### src/rtl/cmt_pkg.sv
package cmt_pkg;
  localparam logic [3:0] OFF_CTRL = 4'd0;
  localparam logic [3:0] OFF_MODE = 4'd1;
  localparam logic [3:0] OFF_IOC  = 4'd2;
  localparam logic [3:0] OFF_IEN  = 4'd4;
  localparam logic [3:0] OFF_STAT = 4'd5;
  localparam logic [3:0] OFF_CNT  = 4'd6;
  localparam logic [3:0] OFF_CMP  = 4'd8;
  localparam logic [2:0] CLR_SRC_CMP = 3'd1;
  localparam int unsigned PS_CODES = 4;
endpackage

### src/rtl/cmt_prescaler.sv
module cmt_prescaler #(
  parameter int unsigned PS_W = 2 * (cmt_pkg::PS_CODES - 1)
) (
  input  logic       clk_i,
  input  logic       rst_ni,
  input  logic       run_i,
  input  logic [1:0] code_i,
  output logic       tick_o
);
  logic [PS_W-1:0] pcnt_q;
  logic [PS_W-1:0] mask;

  always_comb begin
    for (int i = 0; i < PS_W; i++) mask[i] = (i < 2 * int'(code_i));
  end

  assign tick_o = run_i && ((pcnt_q & mask) == mask);

  // stopped channel restarts its prescale phase
  always_ff @(posedge clk_i or negedge rst_ni) begin
    if (!rst_ni)     pcnt_q <= '0;
    else if (!run_i) pcnt_q <= '0;
    else             pcnt_q <= pcnt_q + 1'b1;
  end


  div1_tick_chk: assert property (@(posedge clk_i) disable iff (!rst_ni)
    (run_i && code_i == 2'd0) |-> tick_o);
endmodule

### src/rtl/cmt_channel.sv
module cmt_channel import cmt_pkg::*; #(
  parameter int unsigned CNT_W = 16
) (
  input  logic             clk_i,
  input  logic             rst_ni,
  input  logic             run_i,
  input  logic             acc_i,
  input  logic             we_i,
  input  logic             size_i,
  input  logic [3:0]       off_i,
  input  logic [CNT_W-1:0] wdata_i,
  output logic [CNT_W-1:0] rdata_o,
  output logic             irq_o
);
  logic [7:0]       ctrl_q, mode_q, ioc_q, ien_q;
  logic [CNT_W-1:0] cnt_q, cmp_q;
  logic             flag_q, armed_q;
  logic             tick, count_en, match, clr_cmp;
  logic             byte_wr, half_wr, wr_cnt, wr_stat, rd_stat;

  assign byte_wr = acc_i && we_i && !size_i;
  assign half_wr = acc_i && we_i && size_i;
  assign wr_cnt  = half_wr && off_i == OFF_CNT;
  assign wr_stat = byte_wr && off_i == OFF_STAT;
  assign rd_stat = acc_i && !we_i && !size_i && off_i == OFF_STAT;

  cmt_prescaler u_ps (
    .clk_i  (clk_i),
    .rst_ni (rst_ni),
    .run_i  (run_i),
    .code_i (ctrl_q[1:0]),
    .tick_o (tick)
  );

  assign count_en = tick && (mode_q == 8'd0);
  assign match    = (cnt_q == cmp_q);
  assign clr_cmp  = (ctrl_q[7:5] == CLR_SRC_CMP);

  always_ff @(posedge clk_i or negedge rst_ni) begin
    if (!rst_ni) begin
      ctrl_q <= '0;
      mode_q <= '0;
      ioc_q  <= '0;
      ien_q  <= '0;
      cmp_q  <= '1;
    end else begin
      if (byte_wr && off_i == OFF_CTRL) ctrl_q <= wdata_i[7:0];
      if (byte_wr && off_i == OFF_MODE) mode_q <= wdata_i[7:0];
      if (byte_wr && off_i == OFF_IOC)  ioc_q  <= wdata_i[7:0];
      if (byte_wr && off_i == OFF_IEN)  ien_q  <= wdata_i[7:0];
      if (half_wr && off_i == OFF_CMP)  cmp_q  <= wdata_i;
    end
  end

  always_ff @(posedge clk_i or negedge rst_ni) begin
    if (!rst_ni)       cnt_q <= '0;
    else if (wr_cnt)   cnt_q <= wdata_i;
    else if (count_en) cnt_q <= (match && clr_cmp) ? '0 : cnt_q + 1'b1;
  end

  // flag clears only after a read that saw it set; a fresh match wins
  always_ff @(posedge clk_i or negedge rst_ni) begin
    if (!rst_ni) begin
      flag_q  <= 1'b0;
      armed_q <= 1'b0;
    end else begin
      flag_q <= (count_en && match) ||
                (flag_q && !(wr_stat && !wdata_i[0] && armed_q));
      if (wr_stat)                armed_q <= 1'b0;
      else if (rd_stat && flag_q) armed_q <= 1'b1;
    end
  end

  assign irq_o = flag_q && ien_q[0];

  always_comb begin
    rdata_o = '0;
    if (!size_i) begin
      unique case (off_i)
        OFF_CTRL: rdata_o = {{(CNT_W-8){1'b0}}, ctrl_q};
        OFF_MODE: rdata_o = {{(CNT_W-8){1'b0}}, mode_q};
        OFF_IOC:  rdata_o = {{(CNT_W-8){1'b0}}, ioc_q};
        OFF_IEN:  rdata_o = {{(CNT_W-8){1'b0}}, ien_q};
        OFF_STAT: rdata_o = {{(CNT_W-1){1'b0}}, flag_q};
        default:  rdata_o = '0;
      endcase
    end else begin
      unique case (off_i)
        OFF_CNT: rdata_o = cnt_q;
        OFF_CMP: rdata_o = cmp_q;
        default: rdata_o = '0;
      endcase
    end
  end


  clr_on_match_chk: assert property (@(posedge clk_i) disable iff (!rst_ni)
    (count_en && match && clr_cmp && !wr_cnt) |=> (cnt_q == '0 && flag_q));

  flag_needs_read_chk: assert property (@(posedge clk_i) disable iff (!rst_ni)
    $fell(flag_q) |-> $past(armed_q));

  cnt_write_chk: assert property (@(posedge clk_i) disable iff (!rst_ni)
    wr_cnt |=> (cnt_q == $past(wdata_i)));

  stop_hold_chk: assert property (@(posedge clk_i) disable iff (!rst_ni)
    (!run_i && !wr_cnt) |=> (cnt_q == $past(cnt_q)));

  mode_hold_chk: assert property (@(posedge clk_i) disable iff (!rst_ni)
    (mode_q != 8'd0 && !wr_cnt) |=> (cnt_q == $past(cnt_q)));
endmodule

### src/rtl/cmt_timer.sv
module cmt_timer #(
  parameter int unsigned N_CH       = 3,
  parameter int unsigned ADDR_W     = 8,
  parameter int unsigned CNT_W      = 16,
  parameter logic [ADDR_W-1:0] START_ADDR = 8'hF0
) (
  input  logic              clk_i,
  input  logic              rst_ni,
  input  logic              req_i,
  input  logic              we_i,
  input  logic              size_i,
  input  logic [ADDR_W-1:0] addr_i,
  input  logic [CNT_W-1:0]  wdata_i,
  output logic [CNT_W-1:0]  rdata_o,
  output logic [N_CH-1:0]   irq_o
);
  localparam int unsigned CH_W = ADDR_W - 4;

  logic [N_CH-1:0]  run_q;
  logic [N_CH-1:0]  ch_sel;
  logic [CNT_W-1:0] ch_rd [N_CH];
  logic             start_hit;

  assign start_hit = (addr_i == START_ADDR);

  always_ff @(posedge clk_i or negedge rst_ni) begin
    if (!rst_ni) run_q <= '0;
    else if (req_i && we_i && !size_i && start_hit) run_q <= wdata_i[N_CH-1:0];
  end

  for (genvar c = 0; c < N_CH; c++) begin : g_ch
    assign ch_sel[c] = !start_hit && (addr_i[ADDR_W-1:4] == CH_W'(c));
    cmt_channel #(.CNT_W(CNT_W)) u_ch (
      .clk_i   (clk_i),
      .rst_ni  (rst_ni),
      .run_i   (run_q[c]),
      .acc_i   (req_i && ch_sel[c]),
      .we_i    (we_i),
      .size_i  (size_i),
      .off_i   (addr_i[3:0]),
      .wdata_i (wdata_i),
      .rdata_o (ch_rd[c]),
      .irq_o   (irq_o[c])
    );
  end

  always_comb begin
    rdata_o = '0;
    if (start_hit) begin
      if (!size_i) rdata_o = {{(CNT_W-N_CH){1'b0}}, run_q};
    end else begin
      for (int c = 0; c < N_CH; c++) if (ch_sel[c]) rdata_o = ch_rd[c];
    end
  end
endmodule

### config.mk
export PLATFORM = sky130hd
export DESIGN_NAME = cmt_timer
export DESIGN_NICKNAME = d
export VERILOG_FILES = /design/src/rtl/cmt_pkg.sv /design/src/rtl/cmt_prescaler.sv /design/src/rtl/cmt_channel.sv /design/src/rtl/cmt_timer.sv
export SDC_FILE = /design/constraint.sdc
export NUM_CORES = 1
export LEC_CHECK = 0
export CORE_MARGIN = 5
export CORE_UTILIZATION = 45
export CTS_CLUSTER_SIZE = 12
export DETAILED_ROUTE_END_ITERATION = 12
export PLACE_DENSITY = 0.65
export RECOVER_POWER = 50
export SLEW_MARGIN = 25
export SYNTH_ARGS = -nofsm -noshare
export SYNTH_HDL_FRONTEND = slang
export SYNTH_SLANG_ARGS = --single-unit
export TNS_END_PERCENT = 100
### constraint.sdc
create_clock -name clk_i -period 3 [get_ports clk_i]
set_clock_uncertainty 0.15 [all_clocks]
set_input_delay 0.6 -clock clk_i [delete_from_list [all_inputs] [get_ports clk_i]]
set_output_delay 0.6 -clock clk_i [all_outputs]
set_load 0.005 [all_outputs]
==> key figures <==
Final layout
  • Sequential cell area: 5540 µm²
  • Area Growth Syn to Fin: 28.0%
  • Fillers: roughly 2200
  • Fin nets: 1355
  • Layout cells sized above 1: 0.403
  • Final Cell Area: between 15000 and 20000 µm²
  • Final core occ: 0.587
  • Diode count: 0
  • Layout Cells excl Fill: ~1700
  • Area occupied by multi-input gates: 6530 µm²

Worst setup path
  • Arrival time at the worst endpoint: about 2300 ps
  • CP bufs+invs: 1
  • Critical Path Fanout Max: 2
  • Max incr delay on CP: about 420 ps
  • Crit-path leading delay family: compound AO/OA/AOI/OAI gates
  • CP Launch Type: flop
  • CP Cell Sequence: mux2_2, a22o_1, a211oi_2, a211oi_2, a221oi_2, o21ai_2, buf_2
  • Required @ worst endpoint: between 2000 and 2500 ps
  • Critical path capture point type: output pin
  • Slowest-stage cell, CP: dfrtp_1
  • CP most frequent cell: a211oi_2
  • Setup CP Type: flop to output pin

Place
  • IO buf count: 47
  • Placed Area: ~14000 µm²
  • Gpl congestion: about 0.95
  • Post-DP HPWL: 26300 µm
  • Placed insts: 1599

Synth
  • Post-synthesis cell area: approximately 12000 µm²
  • Seq/Total Area, Yosys: 0.463
  • EDFF count, synth: 0
  • #FFs+latches synth: 219
  • Yosys cell types: about 60
  • Gate Count Post-Synth: 1148
  • Asr flop ratio synth: 1.00
  • Post-Syn Nets: 1183
  • YS warnings: 0
  • Post-synth top flop: dfrtp_1
  • Syn avg cell area: about 10 µm²

Route
  • Vias per cell: 6.02
  • Via count: 10100
  • Routed WL: roughly 37000 µm
  • DRT iter0 DRCs: about 890
  • DRT antenna net count: 0
  • DR WL/cell: 22.4 µm
  • DRC viols: 0
  • Initial DRT Pass Iterations: 5

Outcome
  • Failing checks: capacitance limit, slew limit, setup timing
  • Status: complete, but fails checks

Global routing
  • Initial antenna violation count: 0
  • GRT overflow: 0
  • All-Layer GR Usage: 0.246
  • First-pass GRT wire length: between 50000 and 60000 µm
  • Largest net degree at the start of global routing: 64
  • Number of global-route vias before repair: a little over 10000

Clock tree
  • Worst-path clk slew: 60 ps
  • CTS tree: yes
  • Root Driver: clkbuf_16
  • CTS Buffer Depth: 3
  • H-tree levels: 1
  • Total CTS buffers: 25
  • Clock latency on the worst-skew pair: 530 ps
  • Clock Sinks: around 220

STA
  • Final critical-path share of the clock period: 1.02
  • Slew Limit Fails: 64
  • Relative slew slack: -0.116
  • Slew @ Worst Pin: around 1700 ps
  • Fin. Hold Viols: 0
  • Final setup fails: 7
  • Setup ws final: -62.4 ps
  • Max Clock Freq: roughly 330 MHz
  • Tmin final: 3060 ps
  • Unrepaired setup endpoints after global routing: yes
  • Final hold slack: 356 ps

Power and ir drop
  • Final Total Pwr: slightly below 7000 µW
  • Pwr/cell area: around 450 nW/µm²
  • P_leak: approximately 0.0065 µW
  • Peak supply drop: 0.425 mV

Floorplanning
  • Core box area: about 26000 µm²
  • Rows: around 60
  • Chip height: roughly 170 µm
  • Boundary pin count: 48
  • Initial Util: 0.458
  • Die ar.: approximately 30000 µm²
  • Chip width: approximately 170 µm

Run
  • Max_cap viols: 1

Hold path
  • Hold WC Path Type: flop to flop
==> flip-flops by register name (all words and copies together) (netlist names) <==
signal,cells
g_ch.u_ch.armed_q,3
g_ch.u_ch.cmp_q,48
run_q,3
g_ch.u_ch.u_ps.pcnt_q,18
g_ch.u_ch.ioc_q,24
g_ch.u_ch.mode_q,24
g_ch.u_ch.cnt_q,48
g_ch.u_ch.flag_q,3
g_ch.u_ch.ien_q,24
g_ch.u_ch.ctrl_q,24
==> power breakdown <==
group | internal [µW] | leakage, µW | switching (µW) | total [µW]
clock | 1770 | 0.000397 | 1260 | 3030
combinational | 306 | 0.00334 | 414 | 720
sequential | 3040 | 0.00280 | 103 | 3140
==> cell usage after synthesis, types with 6 or more instances <==
cell / number / share of area
a211oi_1: 8 / 0.0050
a21boi_0: 6 / 0.0038
a21oi_1: 45 / 0.019
a221oi_1: 18 / 0.013
a22oi_1: 70 / 0.044
a31oi_1: 7 / 0.0037
and2_1: 23 / 0.012
and3_1: 8 / 0.0042
buf_2: 13 / 0.0054
clkbuf_1: 56 / 0.018
dfrtp_1: 171 / 0.36
dfstp_2: 48 / 0.11
ha_1: 6 / 0.0063
mux2_2: 152 / 0.14
nand2_1: 105 / 0.033
nand3_1: 37 / 0.015
nand4_1: 22 / 0.011
nor2_1: 50 / 0.016
nor2_2: 7 / 0.0037
nor2b_1: 11 / 0.0057
nor3_1: 20 / 0.0084
nor4_1: 16 / 0.0084
o21ai_0: 49 / 0.020
o21ai_1: 15 / 0.0063
o22ai_1: 7 / 0.0037
o31ai_1: 7 / 0.0044
xnor2_1: 50 / 0.037
xor2_1: 39 / 0.029
==> final cells by class <==
class | instances | area share
multi-input combinational | 847 | 0.426
clock inverter | 9 | 0.00514
inverter | 4 | 0.000980
timing repair buffer | 223 | 0.131
tap | 335 | 0.0273
clock buffer | 37 | 0.0477
sequential | 219 | 0.361
==> cells in the final DEF, fill, tap and decap left out, types with 14 or more instances in the layout <==
| cell | netlist | final |
|---|---|---|
| dfrtp_1 | 171 | 171 |
| mux2_2 | 152 | 151 |
| buf_4 | 3 | 136 |
| nand2_1 | 105 | 105 |
| xnor2_1 | 50 | 50 |
| nor2_1 | 50 | 48 |
| dfstp_2 | 48 | 48 |
| a22oi_1 | 70 | 47 |
| o21ai_0 | 49 | 43 |
| xor2_1 | 39 | 39 |
| nand3_1 | 37 | 35 |
| a21oi_1 | 45 | 35 |
| clkbuf_16 | 0 | 26 |
| a22oi_2 | 0 | 23 |
| nand4_1 | 22 | 22 |
| clkdlybuf4s50_1 | 0 | 21 |
| o21ai_1 | 15 | 19 |
| buf_2 | 13 | 19 |
| buf_12 | 0 | 16 |
| nor3_1 | 20 | 15 |
| nor4_1 | 16 | 14 |
| buf_6 | 0 | 14 |
==> routing by layer <==
layer  up-vias  GRT usage  part of all wire
met2       356      0.380              0.45
met3        86     0.0478             0.074
met5         -          0                 0
met1      5052      0.348              0.44
li1       4587          -                 -
met4         0     0.0831             0.037
==> path summary, 6_finish.rpt <==
check                                                       from                               endpoint  slack, ps  depth (start not counted)
max in group asynchronous                                 rst_ni      g_ch[2].u_ch.cmp_q[6]$_DFFE_PN1P_        310                          3
max reg2reg                   g_ch[1].u_ch.mode_q[3]$_DFFE_PN0P_      g_ch[1].u_ch.cnt_q[7]$_DFFE_PN0P_        420                          6
min reg2reg                g_ch[2].u_ch.u_ps.pcnt_q[0]$_DFF_PN0_  g_ch[2].u_ch.u_ps.pcnt_q[0]$_DFF_PN0_        360                          1
min                        g_ch[2].u_ch.u_ps.pcnt_q[0]$_DFF_PN0_  g_ch[2].u_ch.u_ps.pcnt_q[0]$_DFF_PN0_        360                          1
min in group asynchronous                                 rst_ni      g_ch[0].u_ch.cnt_q[2]$_DFFE_PN0P_        920                          2
max                           g_ch[0].u_ch.ctrl_q[1]$_DFFE_PN0P_                             rdata_o[1]        -60                          7
==> worst reg2reg max path, stage by stage, from the launching register on <==
cell,delay (ps)
dfrtp_1,390
or4_1,590
nor4_2,470
a21oi_2,280
nor4b_2,340
xnor2_1,160
o21ai_1,70
==> cells by family after synthesis <==
family,count (synthesis),share of synthesized area
flops,219,0.463
fa+ha+maj,6,0.00627
compound gates,256,0.141
simple gates,340,0.150
buf+inv,82,0.0281
xor+xnor,89,0.0651
mux,156,0.147
==> through the flow <==
step	TNS (ps)	worst slack (ps)
floorplan	0	34.3
global placement	-31240	-1100
detailed placement	-34260	-1070
CTS	-49.4	-39.3
global route	-2210	-151
finish	-208	-62.4
==> what timing repair did <==
action,in CTS,in global routing
gates resized for setup,187,36
hold buffers,1,0
hold endpoints to repair,34,0
buffers inserted,24,4
gates cloned,2,1
pin swaps,46,29
setup endpoints to repair,16,16
Power figures use the tool's default switching activity.
